## src/rtl/dma_fe_pkg.sv

```systemverilog
package dma_fe_pkg;

  localparam int REG_W  = 32;
  localparam int AIDX_W = 4;
  localparam int NSTR   = 2;
  localparam int NSTAGE = 7;

  // word addresses
  localparam logic [AIDX_W-1:0] A_SRC   = 4'd0;
  localparam logic [AIDX_W-1:0] A_DST   = 4'd1;
  localparam logic [AIDX_W-1:0] A_LEN   = 4'd2;
  localparam logic [AIDX_W-1:0] A_CFG   = 4'd3;
  localparam logic [AIDX_W-1:0] A_SSTR  = 4'd4;
  localparam logic [AIDX_W-1:0] A_DSTR  = 4'd5;
  localparam logic [AIDX_W-1:0] A_REPS  = 4'd6;
  localparam logic [AIDX_W-1:0] A_NEXT0 = 4'd8;
  localparam logic [AIDX_W-1:0] A_NEXT1 = 4'd9;
  localparam logic [AIDX_W-1:0] A_DONE0 = 4'd10;
  localparam logic [AIDX_W-1:0] A_DONE1 = 4'd11;

  // configuration word layout
  localparam int CFG_SRCP_LSB = 4;
  localparam int CFG_DSTP_LSB = 7;
  localparam int CFG_MD_BIT   = 11;

  typedef enum logic [2:0] {
    PROTO_EXT  = 3'd0,
    PROTO_LOC  = 3'd1,
    PROTO_FILL = 3'd2
  } proto_e;

  typedef struct packed {
    logic [REG_W-1:0] src;
    logic [REG_W-1:0] dst;
    logic [REG_W-1:0] len;
    logic [REG_W-1:0] src_stride;
    logic [REG_W-1:0] dst_stride;
    logic [REG_W-1:0] reps;
    logic [2:0]       src_proto;
    logic [2:0]       dst_proto;
    logic             mode3d;
  } xfer_t;

  localparam int XFER_W = $bits(xfer_t);

  function automatic logic [2:0] cfg_src_proto(logic [REG_W-1:0] cfg);
    return cfg[CFG_SRCP_LSB +: 3];
  endfunction

  function automatic logic [2:0] cfg_dst_proto(logic [REG_W-1:0] cfg);
    return cfg[CFG_DSTP_LSB +: 3];
  endfunction

  // external-bus to external-bus moves are refused
  function automatic logic cfg_illegal(logic [REG_W-1:0] cfg);
    return (cfg_src_proto(cfg) == PROTO_EXT) && (cfg_dst_proto(cfg) == PROTO_EXT);
  endfunction

  function automatic xfer_t build_xfer(logic [NSTAGE-1:0][REG_W-1:0] r);
    xfer_t x;
    x.src        = r[A_SRC[2:0]];
    x.dst        = r[A_DST[2:0]];
    x.len        = r[A_LEN[2:0]];
    x.src_stride = r[A_SSTR[2:0]];
    x.dst_stride = r[A_DSTR[2:0]];
    x.mode3d     = r[A_CFG[2:0]][CFG_MD_BIT];
    x.reps       = x.mode3d ? r[A_REPS[2:0]] : REG_W'(1);
    x.src_proto  = cfg_src_proto(r[A_CFG[2:0]]);
    x.dst_proto  = cfg_dst_proto(r[A_CFG[2:0]]);
    return x;
  endfunction

endpackage

```

## src/rtl/dma_fe_stage.sv

```systemverilog
module dma_fe_stage
  import dma_fe_pkg::*;
(
  input  logic              clk_i,
  input  logic              rst_ni,
  input  logic              wr_i,
  input  logic [AIDX_W-1:0] addr_i,
  input  logic [REG_W-1:0]  wdata_i,
  output logic              hit_o,
  output logic [REG_W-1:0]  rdata_o,
  output xfer_t             xfer_o,
  output logic              illegal_o
);

  logic [NSTAGE-1:0][REG_W-1:0] regs_q;

  assign hit_o = (addr_i < AIDX_W'(NSTAGE));

  always_ff @(posedge clk_i or negedge rst_ni) begin
    if (!rst_ni) begin
      regs_q <= '0;
    end else begin
      for (int i = 0; i < NSTAGE; i++) begin
        if (wr_i && (addr_i == AIDX_W'(i))) regs_q[i] <= wdata_i;
      end
    end
  end

  assign rdata_o   = hit_o ? regs_q[addr_i[2:0]] : '0;
  assign xfer_o    = build_xfer(regs_q);
  assign illegal_o = cfg_illegal(regs_q[A_CFG[2:0]]);

  // staged values only move on a write to them
  p_stage_hold_r3: assert property (@(posedge clk_i) disable iff (!rst_ni)
    !wr_i |=> $stable(regs_q));

endmodule

```

## src/rtl/dma_fe_idgen.sv

```systemverilog
module dma_fe_idgen #(
  parameter int ID_W = 8
) (
  input  logic            clk_i,
  input  logic            rst_ni,
  input  logic            bump_i,
  output logic [ID_W-1:0] id_o
);

  localparam logic [ID_W-1:0] ID_MAX = '1;

  function automatic logic [ID_W-1:0] id_next(logic [ID_W-1:0] id);
    return (id == ID_MAX) ? ID_W'(1) : id + ID_W'(1);
  endfunction

  always_ff @(posedge clk_i or negedge rst_ni) begin
    if (!rst_ni)     id_o <= ID_W'(1);
    else if (bump_i) id_o <= id_next(id_o);
  end

  p_id_nonzero_r4: assert property (@(posedge clk_i) disable iff (!rst_ni)
    id_o != '0);

  p_id_hold_r4: assert property (@(posedge clk_i) disable iff (!rst_ni)
    !bump_i |=> $stable(id_o));

endmodule

```

## src/rtl/dma_fe_fifo.sv

```systemverilog
module dma_fe_fifo #(
  parameter int W     = 8,
  parameter int DEPTH = 4
) (
  input  logic         clk_i,
  input  logic         rst_ni,
  input  logic         push_i,
  input  logic [W-1:0] din_i,
  output logic         full_o,
  output logic         valid_o,
  input  logic         ready_i,
  output logic [W-1:0] dout_o
);

  localparam int PW = (DEPTH > 1) ? $clog2(DEPTH) : 1;
  localparam int CW = $clog2(DEPTH + 1);

  logic [W-1:0]  mem [DEPTH];
  logic [PW-1:0] wp_q, rp_q;
  logic [CW-1:0] cnt_q;
  logic          pop;

  function automatic logic [PW-1:0] ptr_inc(logic [PW-1:0] p);
    return (p == PW'(DEPTH - 1)) ? '0 : p + PW'(1);
  endfunction

  assign pop     = valid_o && ready_i;
  assign valid_o = (cnt_q != '0);
  assign full_o  = (cnt_q == CW'(DEPTH));
  assign dout_o  = mem[rp_q];

  always_ff @(posedge clk_i) begin
    if (push_i) mem[wp_q] <= din_i;
  end

  always_ff @(posedge clk_i or negedge rst_ni) begin
    if (!rst_ni) begin
      wp_q  <= '0;
      rp_q  <= '0;
      cnt_q <= '0;
    end else begin
      if (push_i) wp_q <= ptr_inc(wp_q);
      if (pop)    rp_q <= ptr_inc(rp_q);
      cnt_q <= cnt_q + CW'(push_i) - CW'(pop);
    end
  end

  p_no_overflow_r7: assert property (@(posedge clk_i) disable iff (!rst_ni)
    push_i |-> !full_o);

  p_desc_hold_r8: assert property (@(posedge clk_i) disable iff (!rst_ni)
    (valid_o && !ready_i) |=> (valid_o && $stable(dout_o)));

endmodule

```

## src/rtl/dma_fe_top.sv

```systemverilog
module dma_fe_top
  import dma_fe_pkg::*;
#(
  parameter int ID_W   = 8,
  parameter int QDEPTH = 4
) (
  input  logic                                clk_i,
  input  logic                                rst_ni,
  input  logic                                req_valid_i,
  output logic                                req_ready_o,
  input  logic                                req_write_i,
  input  logic [3:0]                          req_addr_i,
  input  logic [31:0]                         req_wdata_i,
  output logic                                rsp_valid_o,
  output logic [31:0]                         rsp_rdata_o,
  output logic                                rsp_err_o,
  output logic [1:0]                          desc_valid_o,
  input  logic [1:0]                          desc_ready_i,
  output logic [2*(ID_W+XFER_W)-1:0]          desc_data_o,
  input  logic [1:0]                          done_valid_i,
  input  logic [2*ID_W-1:0]                   done_id_i
);

  localparam int DESC_W = ID_W + XFER_W;

  // named internal events
  logic              accept;
  logic              is_next;
  logic              next_sel;
  logic              launch_ok;
  logic              launch_bad;
  logic              stage_hit;
  logic              illegal;
  logic [REG_W-1:0]  stage_rdata;
  xfer_t             stage_xfer;
  logic              push     [NSTR];
  logic              q_full   [NSTR];
  logic [ID_W-1:0]   cur_id   [NSTR];
  logic [ID_W-1:0]   done_q   [NSTR];
  logic [REG_W-1:0]  rd_data;
  logic              rd_err;

  assign is_next    = !req_write_i && ((req_addr_i == A_NEXT0) || (req_addr_i == A_NEXT1));
  assign next_sel   = req_addr_i[0];
  assign req_ready_o = !(is_next && !illegal && q_full[next_sel]);
  assign accept     = req_valid_i && req_ready_o;
  assign launch_ok  = accept && is_next && !illegal;
  assign launch_bad = accept && is_next && illegal;

  dma_fe_stage u_stage (
    .clk_i     (clk_i),
    .rst_ni    (rst_ni),
    .wr_i      (accept && req_write_i),
    .addr_i    (req_addr_i),
    .wdata_i   (req_wdata_i),
    .hit_o     (stage_hit),
    .rdata_o   (stage_rdata),
    .xfer_o    (stage_xfer),
    .illegal_o (illegal)
  );

  for (genvar s = 0; s < NSTR; s++) begin : g_str
    assign push[s] = launch_ok && (next_sel == 1'(s));

    dma_fe_idgen #(.ID_W(ID_W)) u_id (
      .clk_i  (clk_i),
      .rst_ni (rst_ni),
      .bump_i (push[s]),
      .id_o   (cur_id[s])
    );

    dma_fe_fifo #(.W(DESC_W), .DEPTH(QDEPTH)) u_q (
      .clk_i   (clk_i),
      .rst_ni  (rst_ni),
      .push_i  (push[s]),
      .din_i   ({cur_id[s], stage_xfer}),
      .full_o  (q_full[s]),
      .valid_o (desc_valid_o[s]),
      .ready_i (desc_ready_i[s]),
      .dout_o  (desc_data_o[s*DESC_W +: DESC_W])
    );

    always_ff @(posedge clk_i or negedge rst_ni) begin
      if (!rst_ni)              done_q[s] <= '0;
      else if (done_valid_i[s]) done_q[s] <= done_id_i[s*ID_W +: ID_W];
    end
  end

  always_comb begin
    rd_data = '0;
    rd_err  = 1'b0;
    if (stage_hit) begin
      rd_data = req_write_i ? '0 : stage_rdata;
    end else if (is_next) begin
      if (illegal) rd_err = 1'b1;
      else         rd_data = REG_W'(cur_id[next_sel]);
    end else if (!req_write_i && ((req_addr_i == A_DONE0) || (req_addr_i == A_DONE1))) begin
      rd_data = REG_W'(done_q[req_addr_i[0]]);
    end else begin
      rd_err = 1'b1;
    end
  end

  always_ff @(posedge clk_i or negedge rst_ni) begin
    if (!rst_ni) begin
      rsp_valid_o <= 1'b0;
      rsp_rdata_o <= '0;
      rsp_err_o   <= 1'b0;
    end else begin
      rsp_valid_o <= accept;
      if (accept) begin
        rsp_rdata_o <= rd_data;
        rsp_err_o   <= rd_err;
      end
    end
  end

  p_rsp_follows_r2: assert property (@(posedge clk_i) disable iff (!rst_ni)
    accept |=> rsp_valid_o);

  p_no_spurious_rsp_r2: assert property (@(posedge clk_i) disable iff (!rst_ni)
    !accept |=> !rsp_valid_o);

  p_err_zero_r5: assert property (@(posedge clk_i) disable iff (!rst_ni)
    (rsp_valid_o && rsp_err_o) |-> (rsp_rdata_o == '0));

  p_reject_id_hold_r5: assert property (@(posedge clk_i) disable iff (!rst_ni)
    launch_bad |=> ($stable(cur_id[0]) && $stable(cur_id[1])));

  p_one_push_r3: assert property (@(posedge clk_i) disable iff (!rst_ni)
    !(push[0] && push[1]));

endmodule

```

## config.mk

```make
export PLATFORM = sky130hd
export DESIGN_NAME = dma_fe_top
export DESIGN_NICKNAME = d
export VERILOG_FILES = /design/src/rtl/dma_fe_pkg.sv /design/src/rtl/dma_fe_stage.sv /design/src/rtl/dma_fe_idgen.sv /design/src/rtl/dma_fe_fifo.sv /design/src/rtl/dma_fe_top.sv
export SDC_FILE = /design/constraint.sdc
export NUM_CORES = 2
export LEC_CHECK = 0
export BUFFER_PORTS_ARGS = -buffer_cell sky130_fd_sc_hd__buf_2
export CORE_MARGIN = 2
export CORE_UTILIZATION = 27
export CTS_CLUSTER_DIAMETER = 150
export CTS_CLUSTER_SIZE = 16
export DETAILED_ROUTE_END_ITERATION = 7
export HOLD_SLACK_MARGIN = 0.08
export SKIP_CTS_REPAIR_TIMING = 1
export SYNTH_ARGS = -nofsm -noshare
export SYNTH_HDL_FRONTEND = slang
export SYNTH_SLANG_ARGS = --single-unit
```

## constraint.sdc

```tcl
create_clock -name clk_i -period 11.8 [get_ports clk_i]
set_input_delay 1.77 -clock clk_i [delete_from_list [all_inputs] [get_ports clk_i]]
set_output_delay 1.77 -clock clk_i [all_outputs]
set_load 0.01 [all_outputs]
```

==> run metrics <==
Routed WL 205000 um; Crit path arrival time 4260 ps; row count 192; ys flop type edfxtp_1; Synth Area in Adders 0.00325; Final Skew 75.6 ps; Post-DP Area 80800 um2; Max Freq 166 MHz; fill count 26243; Starting Density 0.271; Leakage 28.6 nW; VDD IR max 0.162 mV; unrepaired setup endpoints after global routing no; chip width 527 um; clock buffer count from CTS 146; Synth Net Count 3288; WL/cell 27.5 um; largest net degree at the start of global routing 116; crit share post-route 0.511; Crit path max-delay family buffers and inverters; Ports 511; crit-path most repeated cell buf_4; endpoints failing hold 0; DR iter-0 viols 3051; crit end category output pin; post-synth cell types 67; main combinational cell family by area after synthesis multiplexers; WP data required 10030 ps; Slowest-stage cell, CP dfrtp_4; Max Root-Sink Buffers 4; GP Congestion 0.777; worst path bufs/invs 3; CTS tree done; critical path peak fanout 42; Seq/Total Area, Yosys 0.776; top post-synthesis cells by area edfxtp_1, mux4_2, dfrtp_1; Synth top area share 0.673; first-pass GRT wire length 284000 um; DR pass1 iterations 5; Post-synth EDFFs 1656; vias per cell 4.71; Simple-Gate Fraction of Synth Area 0.00936; flops & latches, synth 1960; FF-to-FF setup slack 7560 ps; status complete, no violations; vias in the first global route 35508; Global Route Usage Sum 0.144; largest area contributor in the netlist edfxtp_1; min cycle time layout 6030 ps; syn_area_per_cell 23.0 um2; Layout area overhead 14.9%; worst-margin pin slew 1350 ps; max_cap viols 0; Synth async-reset ratio 0.155; share of post-route cells with drive strength above 1 0.383; H-tree levels 4; CP Class reg2out; HPWL Detailed 136000 um; crit start category flip-flop; Overflow after GRT 0; final instance area 84900 um2; die area 278000 um2; Synth Instances 3210; Routed Antenna Nets 0; critical-path cell list buf_4, buf_4, mux4_2, buf_2; Die Span Y 527 um; clock tree sinks 1960; PD cells 208 nW/um2; Worst-Skew Late Latency 850 ps; worst relative slew slack 0.0985; Max Slew Vio Count 0; DRC Markers 0; setup TNS 0 ps; Vias 35037; post-synthesis mux area share 0.184; worst min path class reg2reg; I/O Buffers 510; yosys warns 0; final setup violating endpoints 0; Post-Syn Area 73900 um2; core area 273000 um2; Compound-Gate Fraction of Synth Area 0.0125; xor/xnor share of the synthesized area 0.00119; CP peak stage delay 870 ps; clock root cell clkbuf_16; initial antenna violation count 30; CTS clk-pin slew, worst paths 80 ps; fin nets 3841
## sequential cells by signal, indices dropped and copies added (netlist names)
name             cells
g_str.u_q.mem     1656
u_stage.xfer_o     167
u_stage.regs_q      57
rsp_rdata_o         32
done_q              16
g_str.u_id.id_o     16
g_str.u_q.cnt_q      6
g_str.u_q.rp_q       4
g_str.u_q.wp_q       4
rsp_err_o            1
rsp_valid_o          1
## path summary, 6_finish.rpt
kind / end / cells past startpoint / startpoint
min in group asynchronous: g_str[0].u_q.wp_q[0] / 1 / rst_ni
min reg2reg: rsp_rdata_o[30] / 1 / rsp_rdata_o[30]
max in group asynchronous: u_stage.xfer_o[90] / 3 / rst_ni
max: desc_data_o[311] / 4 / g_str[1].u_q.rp_q[0]
max reg2reg: g_str[1].u_q.mem[2][53] / 6 / u_stage.xfer_o[2]
min: rsp_rdata_o[30] / 1 / rsp_rdata_o[30]
## synthesized netlist by cell type, drive strengths merged (16+ instances only)
cell and count:
ha 16, clkbuf 54, mux2 251, mux2i 70
o211ai 23, mux4 446, and2 36, buf 110
edfxtp 1656, o221ai 24, dfrtp 302, inv 63
## metrics by stage
stage | hold slack, ps | util | worst slack, ps | total power (W) | std cells
finish | 497 | 0.311 | 5770 | 0.0176 | 7432
detailed placement | 479 | 0.296 | 5870 | 0.0133 | 7203
floorplan | 466 | - | 3680 | 0.0110 | 3210
CTS | 498 | 0.311 | 5510 | 0.0180 | 7418
global placement | 478 | 0.296 | 6000 | 0.0132 | 7203
global route | 518 | 0.311 | 5390 | 0.0184 | 7422
## area by class of cell
cell class,count,area (um2),share of cell area
clock inverter,18,230,0.00271
antenna,13,32.5,0.000383
inverter,63,236,0.00278
tap,3589,4490,0.0529
multi-input combinational,1023,15600,0.184
timing repair buffer,569,3090,0.0363
sequential,1960,57400,0.675
clock buffer,197,3870,0.0455
## worst register-to-register path, cell delays in order, from the launching register on
cell and delay (ps):
dfrtp_1 610, or2_2 300, o211ai_4 170, nor2_2 520
and2_4 620, buf_4 770, buf_4 740
## cell families (layout without fill, tap and decap cells)
kind of cell             count (synthesis)  in the layout
multiplexers                           767            767
buffers and inverters                  227            847
AO/OA/AOI/OAI                          120            120
flip-flops                            1960           1960
other                                    0             13
AND/OR/NAND/NOR                        108            108
XOR/XNOR                                10             10
adder cells (fa/ha/maj)                 18             18
## cells in the final DEF (no fill, tap or decap), types with 4 or more instances in the layout
master,count
xor2_1,5
dfrtp_1,297
nor2_1,4
nand2_1,10
o21ai_0,12
buf_12,5
nor3_1,5
inv_1,61
dfrtp_4,4
inv_6,5
o211ai_1,22
diode_2,13
and3_4,4
and2_1,32
ha_1,16
buf_4,55
and3_1,4
nand3_1,8
a21o_1,12
clkbuf_16,147
clkinv_8,5
and2_4,4
mux2i_1,70
a2bb2oi_1,10
clkbuf_1,50
o22a_1,8
buf_2,506
o221ai_1,23
mux2_4,6
a21oi_1,10
edfxtp_1,1656
mux2_2,242
a31oi_1,9
xnor2_1,5
mux4_2,446
## per-layer routing
metal  track usage  routed length, um  vias up
li1              -                  -    14347
met1         0.186              83700    19332
met2         0.251             104000     1113
met3        0.0242              11700      237
met4        0.0341               4650        8
met5             0                 48        -
## power by group
part	switching (W)	total (W)	leakage (nW)	internal, W
Clock	0.00239	0.00471	1.98	0.00231
Sequential	0.000631	0.00859	19.0	0.00796
Combinational	0.00238	0.00433	7.65	0.00195
(Power assumes the default switching activity.)
